===== config.mk =====
export PLATFORM = sky130hd
export DESIGN_NAME = rxaddr_policy
export DESIGN_NICKNAME = d
export VERILOG_FILES = /design/src/rtl/rxp_pkg.sv /design/src/rtl/rxp_hdr_filter.sv /design/src/rtl/rxp_err_policy.sv /design/src/rtl/rxp_err_sticky.sv /design/src/rtl/rxaddr_policy.sv
export SDC_FILE = /design/constraint.sdc
export NUM_CORES = 1
export LEC_CHECK = 0
export ABC_AREA = 1
export ABC_CLOCK_PERIOD_IN_PS = 1050
export CORE_MARGIN = 2
export CORE_UTILIZATION = 32
export DETAILED_ROUTE_END_ITERATION = 12
export PLACE_DENSITY_LB_ADDON = 0.15
export SETUP_SLACK_MARGIN = 0.1
export SLEW_MARGIN = 40
export SYNTH_ARGS = -nofsm -noshare
export SYNTH_HDL_FRONTEND = slang
export SYNTH_SLANG_ARGS = --single-unit

===== constraint.sdc =====
create_clock -name clk -period 1.05 [get_ports clk]
set_input_delay 0.21 -clock clk [delete_from_list [all_inputs] [get_ports clk]]
set_output_delay 0.21 -clock clk [all_outputs]
set_load 0.01 [all_outputs]

===== src/rtl/rxp_pkg.sv =====
package rxp_pkg;

  localparam int unsigned NUM_ERR = 3;

  // Error class positions, shared by error vectors and sticky flags.
  localparam int unsigned ERR_BRE  = 0;
  localparam int unsigned ERR_SBPE = 1;
  localparam int unsigned ERR_LBPE = 2;

  typedef struct packed {
    logic full_listen;
    logic bre_stop;
    logic bre_ebit;
    logic lbpe_ebit;
    logic bcast_quiet;
  } policy_cfg_t;

endpackage


===== src/rtl/rxp_hdr_filter.sv =====
module rxp_hdr_filter #(
  parameter int unsigned ADDR_W = 4
) (
  input  logic                       clk,
  input  logic                       rst_n,
  input  logic                       rx_valid,
  input  logic [ADDR_W-1:0]          rx_dest,
  input  logic                       rx_last,
  input  logic                       abort,
  input  logic                       full_listen,
  input  logic [(1<<ADDR_W)-2:0]     own_mask,
  output logic                       accept,
  output logic                       ack_en,
  output logic                       frame_bcast
);

  localparam int unsigned SLOTS = 1 << ADDR_W;
  localparam logic [ADDR_W-1:0] BCAST = {ADDR_W{1'b1}};

  logic [SLOTS-1:0] mask_ext;
  logic hdr_bcast, hdr_owned, hdr_keep;
  logic in_frame, ctx_bcast, ctx_owned, ctx_keep;
  logic accept_q, ack_q;

  // The broadcast slot never counts as owned.
  assign mask_ext = {1'b0, own_mask};

  always_comb begin
    hdr_bcast = (rx_dest == BCAST);
    hdr_owned = !hdr_bcast && mask_ext[rx_dest];
    hdr_keep  = hdr_owned || hdr_bcast || full_listen;
  end

  always_ff @(posedge clk) begin
    if (!rst_n) begin
      in_frame  <= 1'b0;
      ctx_bcast <= 1'b0;
      ctx_owned <= 1'b0;
      ctx_keep  <= 1'b0;
      accept_q  <= 1'b0;
      ack_q     <= 1'b0;
    end else begin
      accept_q <= 1'b0;
      ack_q    <= 1'b0;
      if (abort) begin
        in_frame <= 1'b0;
      end else if (rx_valid) begin
        if (!in_frame) begin
          ctx_bcast <= hdr_bcast;
          ctx_owned <= hdr_owned;
          ctx_keep  <= hdr_keep;
          accept_q  <= hdr_keep;
          ack_q     <= hdr_owned;
        end else begin
          accept_q  <= ctx_keep;
          ack_q     <= ctx_owned;
        end
        in_frame <= !rx_last;
      end
    end
  end

  assign accept      = accept_q;
  assign ack_en      = ack_q;
  assign frame_bcast = in_frame && ctx_bcast;

endmodule


===== src/rtl/rxp_err_policy.sv =====
module rxp_err_policy
  import rxp_pkg::*;
(
  input  logic               clk,
  input  logic               rst_n,
  input  policy_cfg_t        cfg,
  input  logic [NUM_ERR-1:0] err_vec,
  input  logic               bcast_ctx,
  output logic               stop_now,
  output logic               errbit_req,
  output logic               rx_stop
);

  logic [NUM_ERR-1:0] fire;
  logic errbit_q, stop_q;

  for (genvar i = 0; i < NUM_ERR; i++) begin : g_rule
    if (i == ERR_BRE) begin : g_bre
      assign fire[i] = err_vec[i] && cfg.bre_stop &&
                       (bcast_ctx ? !cfg.bcast_quiet : cfg.bre_ebit);
    end else if (i == ERR_LBPE) begin : g_lbpe
      assign fire[i] = err_vec[i] &&
                       (bcast_ctx ? !cfg.bcast_quiet : cfg.lbpe_ebit);
    end else begin : g_sbpe
      assign fire[i] = err_vec[i] &&
                       (bcast_ctx ? (!cfg.bcast_quiet && !cfg.full_listen) : 1'b1);
    end
  end

  assign stop_now = err_vec[ERR_BRE] && cfg.bre_stop;

  always_ff @(posedge clk) begin
    if (!rst_n) begin
      errbit_q <= 1'b0;
      stop_q   <= 1'b0;
    end else begin
      errbit_q <= |fire;
      stop_q   <= stop_now;
    end
  end

  assign errbit_req = errbit_q;
  assign rx_stop    = stop_q;

endmodule


===== src/rtl/rxp_err_sticky.sv =====
module rxp_err_sticky #(
  parameter int unsigned N = 3
) (
  input  logic         clk,
  input  logic         rst_n,
  input  logic [N-1:0] set_vec,
  input  logic [N-1:0] clr_vec,
  output logic [N-1:0] sticky
);

  for (genvar i = 0; i < N; i++) begin : g_flag
    logic flag_q;
    always_ff @(posedge clk) begin
      if (!rst_n)          flag_q <= 1'b0;
      else if (set_vec[i]) flag_q <= 1'b1;
      else if (clr_vec[i]) flag_q <= 1'b0;
    end
    assign sticky[i] = flag_q;
  end

endmodule


===== src/rtl/rxaddr_policy.sv =====
module rxaddr_policy #(
  parameter int unsigned ADDR_W = 4,
  parameter int unsigned DATA_W = 8
) (
  input  logic                         clk,
  input  logic                         rst_n,
  input  logic                         rx_valid,
  input  logic [DATA_W-1:0]            rx_byte,
  input  logic                         rx_last,
  input  logic                         err_bre,
  input  logic                         err_sbpe,
  input  logic                         err_lbpe,
  input  logic                         cfg_full_listen,
  input  logic                         cfg_bre_stop,
  input  logic                         cfg_bre_ebit,
  input  logic                         cfg_lbpe_ebit,
  input  logic                         cfg_bcast_quiet,
  input  logic [(1<<ADDR_W)-2:0]       own_mask,
  input  logic [rxp_pkg::NUM_ERR-1:0]  sticky_clr,
  output logic                         accept,
  output logic                         ack_en,
  output logic                         errbit_req,
  output logic                         rx_stop,
  output logic [rxp_pkg::NUM_ERR-1:0]  err_sticky
);

  import rxp_pkg::*;

  policy_cfg_t        cfg;
  logic [NUM_ERR-1:0] err_vec;
  logic               stop_now;
  logic               bcast_ctx;

  always_comb begin
    cfg.full_listen = cfg_full_listen;
    cfg.bre_stop    = cfg_bre_stop;
    cfg.bre_ebit    = cfg_bre_ebit;
    cfg.lbpe_ebit   = cfg_lbpe_ebit;
    cfg.bcast_quiet = cfg_bcast_quiet;
    err_vec           = '0;
    err_vec[ERR_BRE]  = err_bre;
    err_vec[ERR_SBPE] = err_sbpe;
    err_vec[ERR_LBPE] = err_lbpe;
  end

  rxp_hdr_filter #(.ADDR_W(ADDR_W)) u_filter (
    .clk         (clk),
    .rst_n       (rst_n),
    .rx_valid    (rx_valid),
    .rx_dest     (rx_byte[ADDR_W-1:0]),
    .rx_last     (rx_last),
    .abort       (stop_now),
    .full_listen (cfg_full_listen),
    .own_mask    (own_mask),
    .accept      (accept),
    .ack_en      (ack_en),
    .frame_bcast (bcast_ctx)
  );

  rxp_err_policy u_policy (
    .clk        (clk),
    .rst_n      (rst_n),
    .cfg        (cfg),
    .err_vec    (err_vec),
    .bcast_ctx  (bcast_ctx),
    .stop_now   (stop_now),
    .errbit_req (errbit_req),
    .rx_stop    (rx_stop)
  );

  rxp_err_sticky #(.N(NUM_ERR)) u_sticky (
    .clk     (clk),
    .rst_n   (rst_n),
    .set_vec (err_vec),
    .clr_vec (sticky_clr),
    .sticky  (err_sticky)
  );

endmodule


== Word level (Yosys, flattened, before mapping) ==
Index checks and enable logic that the tools add are counted.

* Bits in registers: 11
* Input bits: 38
* Word-level logic and storage cells: 51

* Reductions and logical operators: 21
* Magnitude comparators: 1
* Multiplexer cells: 13
* Bitwise logic cells: 4
* Equal/unequal tests: 1

{| class="wikitable"
|+ Operators with widths
! operator !! count
|-
| 1-bit two-way mux || 12
|-
| 1-bit logical AND || 7
|-
| 2-bit nonzero test || 3
|-
| 3-bit OR reduction || 2
|-
| 4-bit by 5-bit less-than comparator with 1-bit output (second input constant) || 1
|-
| 1-bit binary-select mux with 4-bit select || 1
|-
| 4-bit equality test (second input constant) || 1
|-
| 1-bit zero test || 4
|-
| 1-bit NOT || 4
|-
| 3-bit AND reduction || 1
|-
| 1-bit logical OR || 2
|-
| 2-bit AND reduction || 1
|-
| 2-bit OR reduction || 1
|}

== Longest topological paths before layout ==
* Word-level depth: 6
* Gate-level depth with buffers: 10
* Depth with buffers taken out: 9

== By module ==
Synthesis repeated with hierarchy kept, for this count alone.

* Cell total of the unflattened synthesis: 118
* Area total of the unflattened synthesis: 694.4 um2

{| class="wikitable"
|+ By module, submodules not included
! module !! area each (um2) !! instances !! cells each
|-
| rxp_hdr_filter || 459.2 || 1 || 82
|-
| rxp_err_sticky || 135.1 || 1 || 19
|-
| rxp_err_policy || 100.1 || 1 || 17
|}

== Worst setup path before layout ==
No wires, ideal clock.

* Path kind: register to register
* Start: register u_filter.in_frame
* End: register u_policy.errbit_q, in the netlist u_policy.errbit_req
* Slack: 0.066 ns
* Path buffers: 0
* Period minus slack after synthesis: 0.984 ns
* Data arrival time: 0.875 ns
* Cell stages (with the launch flop): 7
* Setup time: 0.109 ns
* Cell sequence: dfxtp_1 > nand2_1 > inv_1 > o21ai_0 > a22o_1 > nand2_1 > inv_1

* Word-level cells in the longest chain between the ends: 4

{| class="wikitable"
|+ RTL lines
! element !! line !! RTL
|-
| start, declared || rxp_hdr_filter.sv:22 || <nowiki>logic in_frame, ctx_bcast, ctx_owned, ctx_keep;</nowiki>
|-
| start signal, assigned || rxp_hdr_filter.sv:58 || <nowiki>in_frame <= !rx_last;</nowiki>
|-
| 1-bit logical AND * || rxp_hdr_filter.sv:65 || <nowiki>assign frame_bcast = in_frame && ctx_bcast;</nowiki>
|-
| 1-bit two-way mux, on equally long branches || rxp_err_policy.sv:20, rxp_err_policy.sv:23, rxp_err_policy.sv:26 ||
|-
| 1-bit logical AND, on equally long branches || rxp_err_policy.sv:19, rxp_err_policy.sv:22, rxp_err_policy.sv:25 ||
|-
| 3-bit OR reduction * || rxp_err_policy.sv:37 || <nowiki>errbit_q <= |fire;</nowiki>
|-
| end signal, assigned || rxp_err_policy.sv:37 ||
|-
| end, declared || rxp_err_policy.sv:15 || <nowiki>logic errbit_q, stop_q;</nowiki>
|}

Every way passes the cells marked *; elsewhere a longest branch is shown, timed or not.
A chain may end at the register's enable or synchronous reset.

== Worst setup path in the final report ==
Same ends and word-level chain as after synthesis.

==> flow_summary.toml <==
[floorplanning]
rows = 16
io_pins = 45
initial_core_util = 0.348
die-area_mm2 = 0.00257
die_h_um = 50.7
die_w_um = 50.7
floorplan.core_area_mm2 = 0.00200

[sta]
max_freq_mhz = 1020
rsz0062_at_grt = "yes"
worst_slew_pin_slew_ns = 0.284
period_share = 0.930
setup_viol = 0
hold_viol = 0
final.setup_skew_ns = 0.00288
finalCriticalPeriod_ns = 0.977
slew_headroom = 0.811
fin_ws_ns = 0.0734
drv_slew = 0

[cells_and_area]
finish.instance_area_mm2 = 0.00128
layout-drive-gt1-share = 0.400
fillCellCount = 194
syn_to_final_growth_pct = 83.7
antenna-diode-count = 0
fin_nets = 199
fin_util = 0.639

[routing]
via_per_inst = 4.43
wire_per_inst_um = 9.94
drtPass1Iterations = 4
drc = 0
drt_first_iter_violations = 10
antenna_left = 0
wirelength_mm = 1.86
vias = 828

[run]
cap_violations = 0

[synthesis]
synth_area_per_cell_um2 = 6.45
synthCells = 108
synthesis.area_um2 = 697
synth_fp_nets = 146
ys_seq_elements = 11
synth.distinct_cells = 19
ys_seq_area_frac = 0.316
ys_warn_count = 0

[clock_network]
cts_max_path_buffers = 2
clkSinkCount = 11
cts-root-buf = "clkbuf_4"
numCtsBuffers = 3
htreeDepth = 1
clk_latency_ns = 0.27
hold_buffers = 0
cts_tree = "built"
path_clk_slew_ns = 0.07

[setup_path]
cp_max_fo = 4
start_kind = "flop"
cp.arrival_ns = 1.15
r2r_start = "u_filter.in_frame$_SDFFE_PP0P_"
critPathLaunch = "u_filter.in_frame$_SDFFE_PP0P_"
required_ns = 1.22
crit_type = "reg2reg"
critPathCaptureType = "flop"

[hold_path]
hold_start = "err_bre"
hold_path_class = "in2reg"

[grt]
grt_use_total = 0.157
grt_max_degree = 10
antenna_found_initial = 0
grt_pass1_vias = 745
grt_overflow = 0
grt_pass1_wl_mm = 3.08

[place]
pre_cts_ws_ns = -0.585
dpl.hpwl_mm = 1.49
gp_congestion = 0.786
port_buffers = 40
postPlaceCellArea_mm2 = 0.00117

[power]
p_per_area_mw_per_mm2 = 861
ir_drop_mv = 0.603
p_leak_uw = 0.000687
power.total_uw = 1100

[outcome]
outcome = "completed"
-- worst max-delay path: stages (launching register included) --
cell	delay, ns
dfxtp_2	0.34
nand2_2	0.06
inv_2	0.05
o21ai_1	0.12
nand2_1	0.06
a22o_1	0.18
nand2_1	0.05
inv_1	0.03
-- what timing repair did --
item / 4_1_cts / 5_1_grt
gates resized for setup: 80 / 22
endpoints found under the setup margin: 14 / 12
pin swaps: 24 / 17
setup buffers: 1 / 1
-- cell type report --
class | instances | area [um^2] | share of cell area
timing repair buffer | 53 | 469 | 0.367
multi-input combinational | 68 | 425 | 0.332
clock buffer | 4 | 26.3 | 0.0205
inverter | 24 | 97.6 | 0.0762
tap | 27 | 33.8 | 0.0264
sequential | 11 | 228 | 0.178
-- kinds of logic (layout without fill, tap and decap cells) --
logic type | after synthesis | count (layout) | synth area share
DFF | 11 | 11 | 0.316
buffers and inverters | 29 | 81 | 0.201
and+or+nand+nor | 56 | 56 | 0.382
AOI/OAI and AO/OA | 12 | 12 | 0.101
-- cells in the final DEF (no fill, tap or decap) --
cell	n
dfxtp_2	6
buf_4	10
nor2_4	1
nand2_1	17
clkbuf_1	1
dlymetal6s2s_1	4
nand2_2	3
inv_1	15
clkbuf_4	3
buf_6	5
nand3_2	13
nor2_2	2
clkdlybuf4s50_1	10
a21oi_1	3
o21ai_2	1
nand3_1	4
o21ai_1	2
o21a_1	1
inv_2	8
nor2_1	12
a2111oi_2	1
nor3_2	2
dlygate4sd2_1	14
inv_8	1
a22o_1	1
dfxtp_1	5
clkdlybuf4s15_1	3
buf_2	7
nand3b_1	1
nor3_4	1
o21ai_0	3
-- worst paths after layout --
kind                                                                to  slack [ns]  cells after the start
worst min-delay path            u_sticky.g_flag[0].flag_q$_SDFFE_PN0P_        0.30                      3
worst max-delay path                    u_policy.errbit_req$_SDFF_PN0_        0.07                      7
worst min register to register              u_filter.ack_en$_SDFF_PP0_        0.46                      2
worst max register to register          u_policy.errbit_req$_SDFF_PN0_        0.07                      7
-- report_power, final --
group / switching, uW / total (uW) / internal [uW]
Combinational: 159 / 355 / 196
Clock: 140 / 287 / 147
Sequential: 13.2 / 461 / 448
-- per-stage QoR --
| step | std cells | setup TNS (ns) | hold slack (ns) |
|---|---|---|---|
| 2_1_floorplan | 108 | 0 | 0.308 |
| 3_3_place_gp | 181 | -2.92 | 0.462 |
| 3_5_place_dp | 181 | -3.29 | 0.465 |
| 4_1_cts | 186 | 0 | 0.319 |
| 5_1_grt | 187 | 0 | 0.325 |
| 6_report | 187 | 0 | 0.296 |
-- synth_stat cells, drive strengths merged --
cell type | instances | area share
dfxtp | 11 | 0.32
inv | 24 | 0.14
nand3 | 17 | 0.15
o21a | 1 | 0.011
nor2 | 15 | 0.081
buf | 5 | 0.065
a22o | 1 | 0.013
nand2 | 20 | 0.11
nor3 | 3 | 0.029
a2111oi | 1 | 0.013
nand3b | 1 | 0.011
o21ai | 6 | 0.043
a21oi | 3 | 0.022
-- per-layer routing --
metal	vias up	GRT usage	share of wire
li1	437	-	-
met1	363	0.192	0.43
met2	28	0.274	0.48
met3	0	0.0565	0.083
met4	0	0.0135	0
met5	-	0	0
-- registers in the layout, summed over array words and instances (netlist names) --
name and cells:
u_sticky.g_flag.flag_q 3, u_filter.accept 1, u_filter.ack_en 1, u_filter.ctx_bcast 1, u_filter.ctx_keep 1, u_filter.ctx_owned 1, u_filter.in_frame 1, u_policy.errbit_req 1
u_policy.rx_stop 1
No activity file was read; power rests on OpenSTA's default activity.
